===== config.mk =====
export PLATFORM = sky130hd
export DESIGN_NAME = pix_serializer7
export DESIGN_NICKNAME = d
export VERILOG_FILES = /design/src/rtl/pix_serializer7.sv
export SDC_FILE = /design/constraint.sdc
export NUM_CORES = 1
export LEC_CHECK = 0
export ABC_AREA = 1
export BUFFER_PORTS_ARGS = -buffer_cell sky130_fd_sc_hd__buf_2
export CAP_MARGIN = 30
export CELL_PAD_IN_SITES_DETAIL_PLACEMENT = 0
export CELL_PAD_IN_SITES_GLOBAL_PLACEMENT = 2
export CORE_MARGIN = 2
export CORE_UTILIZATION = 38
export CTS_BUF_LIST = sky130_fd_sc_hd__clkbuf_8 sky130_fd_sc_hd__clkbuf_16
export DETAILED_ROUTE_END_ITERATION = 10
export MAX_ROUTING_LAYER = met4
export PLACE_DENSITY_LB_ADDON = 0.1
export SLEW_MARGIN = 30
export SYNTH_ARGS = -nofsm -noshare
export SYNTH_HDL_FRONTEND = slang
export SYNTH_SLANG_ARGS = --single-unit
export TNS_END_PERCENT = 10

===== constraint.sdc =====
create_clock -name bclk -period 1.8 [get_ports bclk]
set_input_delay 0 -clock bclk [delete_from_list [all_inputs] [get_ports bclk]]
set_output_delay 0 -clock bclk [all_outputs]
set_load 0.03 [all_outputs]

===== src/rtl/pix_serializer7.sv =====
module pix_serializer7 #(
  parameter int LANES = 4,
  parameter int SLICE = 7,
  parameter int SYNC  = 2,
  parameter logic [SLICE-1:0] PATTERN = 7'b1100011
) (
  input  logic                   bclk,
  input  logic                   shdn_n,
  input  logic                   frame_stb,
  input  logic                   pclk,
  input  logic                   edge_sel,
  input  logic [LANES*SLICE-1:0] pix_d,
  output logic [LANES-1:0]       lane_d,
  output logic                   clk_lane,
  output logic                   lane_en
);
  localparam int WORD = LANES * SLICE;

  logic [SYNC:0]     psync;
  logic [WORD-1:0]   cap_q;
  logic              have_q;
  logic [SLICE-1:0]  ck_sh;

  always_ff @(posedge bclk or negedge shdn_n)
    if (!shdn_n) psync <= '0;
    else         psync <= {psync[SYNC-1:0], pclk};

  wire p_now = psync[SYNC-1];
  wire p_old = psync[SYNC];
  wire take  = edge_sel ? (p_now & ~p_old) : (~p_now & p_old);
  wire load  = frame_stb & have_q;

  always_ff @(posedge bclk or negedge shdn_n)
    if (!shdn_n) begin
      cap_q  <= '0;
      have_q <= 1'b0;
    end else if (take) begin
      cap_q  <= pix_d;
      have_q <= 1'b1;
    end

  for (genvar k = 0; k < LANES; k++) begin : g_lane
    logic [SLICE-1:0] sh;
    always_ff @(posedge bclk or negedge shdn_n)
      if (!shdn_n)   sh <= '0;
      else if (load) sh <= cap_q[k*SLICE +: SLICE];
      else           sh <= sh >> 1;
    assign lane_d[k] = sh[0];
  end

  always_ff @(posedge bclk or negedge shdn_n)
    if (!shdn_n)   ck_sh <= '0;
    else if (load) ck_sh <= PATTERN;
    else           ck_sh <= ck_sh >> 1;

  assign clk_lane = ck_sh[0];

  always_ff @(posedge bclk or negedge shdn_n)
    if (!shdn_n)   lane_en <= 1'b0;
    else if (load) lane_en <= 1'b1;
endmodule


==> results.md <==
- Status: complete, no violations
- DRT Wirelength: between 5000 and 6000 microns
- Post-layout min period: 1.20 ns
- Sw Share: 25.2%
- YS warnings: 0
- Antenna Nets Post-Route: 0
- Setup_tns: 0 ns
- CTS buffer count: 9
- Part of the power in the clock network: between 30% and 40%
- Layout area overhead: 26.1%
- Slew Limit Headroom: between 60% and 70%
- Pre-CTS setup slack: ~0.57 ns
- # rows: 30
- Period utilization: approximately two thirds
- Gr ovfl total: 0
- RSZ-0062 raised after global routing: no
- Gpl congestion: just under 0.7
- Vias: approximately 1,900
- F_max: between 800 and 900 MHz
- Nets@finish: between 300 and 400
- Switch Pwr: 876 uW
- Diodes inserted: 0
- Largest net degree at the start of global routing: 36
- Initial core utilization: approximately 40%
- Max VDD drop: about 0.42 mV
- Worst hold slack: 0.0889 ns
- Setup crit end kind: flip-flop
- Comb pwr share: a little over an eighth
- Post-route design area: 3430 sq um
- Clock latency on the worst-skew pair: approximately 0.33 ns
- Final Hold Fails: 0
- Sequential share of power: between 50% and 60%
- Vias in the first global route: slightly below 2,000
- H-tree levels: 3
- Post-DP HPWL: between 3000 and 4000 microns
- Clk sink count: between 60 and 70
- Setup violations, final: 0
- Post-synth design cell area: between 2000 and 3000 sq um
- Deepest clock path buffer count: 2
- Gr usage total: between 10% and 20%
- PwrDens: slightly above 1000 nW/um^2
- Final Max Slew Viols: 0
- Post-route DRC: 0
- Max-Cap Viols: 0
- CTS clk-pin slew, worst paths: around 0.060 ns
- TritonCTS clock tree: yes
- Register bit total from synthesis: 68
- Initial antenna violation count: 0
- IO Pins: 39
- Initial DRC Count: 43
- Share of layout cells above drive strength 1: between 20% and 30%
- Pleak: around 1.8 nW
- Worst setup SP type: flip-flop
- Int Pwr: about 2.6 mW
- Setup ws final: approximately 0.6 ns
- Final clock skew: a little under 0.007 ns
- Slew @ Worst Pin: about 0.52 ns
- Worst hold path class: input pin to flip-flop
- Register area share after synthesis: between 60% and 70%
- Crit-path max FO: 19
- Die W: around 90 microns
- Via-per-instance ratio: roughly 4.3
- Core box area: ~7000 sq um
- First-pass GRT wire length: 8900 microns
- Die footprint: between 7000 and 8000 sq um
- Post-DP Area: 2940 sq um
- Yosys cell types: 14
- Crit path required time: around 2.1 ns
- Buffers on Ports: 38
- Postcts setup bufs: 0
- Root Driver: clkbuf_8
- Pre-antenna DRT Iters: 4
- Critical path class: flip-flop to flip-flop
- WL per Instance: around 12 microns
- DIE HEIGHT: between 80 and 90 microns
- Syn Nets: 302
- Syn_area_per_cell: approximately 10 sq um
- Crit path DAT: between 1 and 1.5 ns
- Number of cells produced by synthesis: about 270
cells in the mapped netlist, drive strengths merged:
| cell type | instances | area (sq um) |
|---|---|---|
| nand2 | 130 | 495 |
| dfrtp | 68 | 1700 |
| nand3 | 30 | 255 |
| buf | 16 | 141 |
| inv | 11 | 41.3 |
| nor2 | 7 | 26.3 |
| or2 | 4 | 25.0 |
| clkbuf | 2 | 27.5 |
| nand3b | 1 | 7.51 |
critical path: stages, from the launching register on:
cell     delay [ns]
dfrtp_1        0.33
nand2_1        0.06
inv_1          0.39
buf_4          0.25
nand2_1        0.06
nand2_1        0.05
logic make-up after synthesis:
| family | count (synthesis) | synth area share (%) |
|---|---|---|
| and+or+nand+nor | 172 | 29.7 |
| buffers and inverters | 29 | 7.72 |
| DFF | 68 | 62.5 |
layer usage:
layer / share of wire (%) / vias to the layer above / routed length (microns) / track usage (%)
met4: 1.9 / 0 / 97 / 8.54
met5: 0 / - / 0 / -
li1: - / 954 / - / -
met1: 46 / 899 / 2360 / 19.1
met3: 3.6 / 9 / 185 / 2.80
met2: 48 / 37 / 2440 / 24.6
registers in the layout, summed over array words and instances (netlist names):
name / flops
cap_q: 28
g_lane.sh: 28
have_q: 1
lane_en: 1
ck_sh: 7
psync: 3
power by group through the flow:
stage          Clock (mW)  Combinational [mW]  Sequential, mW
4_1_cts              1.21               0.485            1.85
6_report             1.16               0.469            1.85
2_1_floorplan           0               0.330            1.85
5_1_grt              1.29               0.545            1.87
3_5_place_dp            0               0.434            1.88
3_3_place_gp            0               0.424            1.88
cell usage in the layout, fill, tap and decap left out, drive strengths merged, types with 4 or more instances in the layout:
cell           n
nand2        130
dfrtp         68
buf           47
dlygate4sd3   30
nand3         30
clkbuf        13
inv           12
nor2           7
or2            4
through the flow:
stage	instances	total power [mW]	util, %
2_1_floorplan	269	2.18	-
3_3_place_gp	394	2.30	42.8
3_5_place_dp	394	2.31	42.8
4_1_cts	439	3.55	49.9
5_1_grt	439	3.70	49.9
6_report	439	3.47	49.9
area by class of cell:
cell class	count	area, sq um
timing repair buffer	77	571
clock buffer	13	179
fill	683	3440
inverter	11	41.3
clock inverter	2	8.76
sequential	68	1700
tap	96	120
multi-input combinational	172	810
worst paths after layout:
kind / from / end / slack, ns / cells after the start
min reg2reg: psync[0]$_DFF_PN0_ / psync[1]$_DFF_PN0_ / 0.35 / 0
max: have_q$_DFFE_PN0P_ / g_lane[3].sh[4]$_DFF_PN0_ / 0.60 / 5
max reg2reg: have_q$_DFFE_PN0P_ / g_lane[3].sh[4]$_DFF_PN0_ / 0.60 / 5
min in group asynchronous: shdn_n / cap_q[7]$_DFFE_PN0P_ / 0.17 / 2
min: edge_sel / have_q$_DFFE_PN0P_ / 0.09 / 4
max in group asynchronous: shdn_n / g_lane[3].sh[5]$_DFF_PN0_ / 1.05 / 3
repair_timing:
action / 4_1_cts / 5_1_grt
resized for setup: 0 / 0
hold buffers: 30 / 0
endpoints found under the hold margin: 48 / 0
Power figures use the tool's default switching activity.
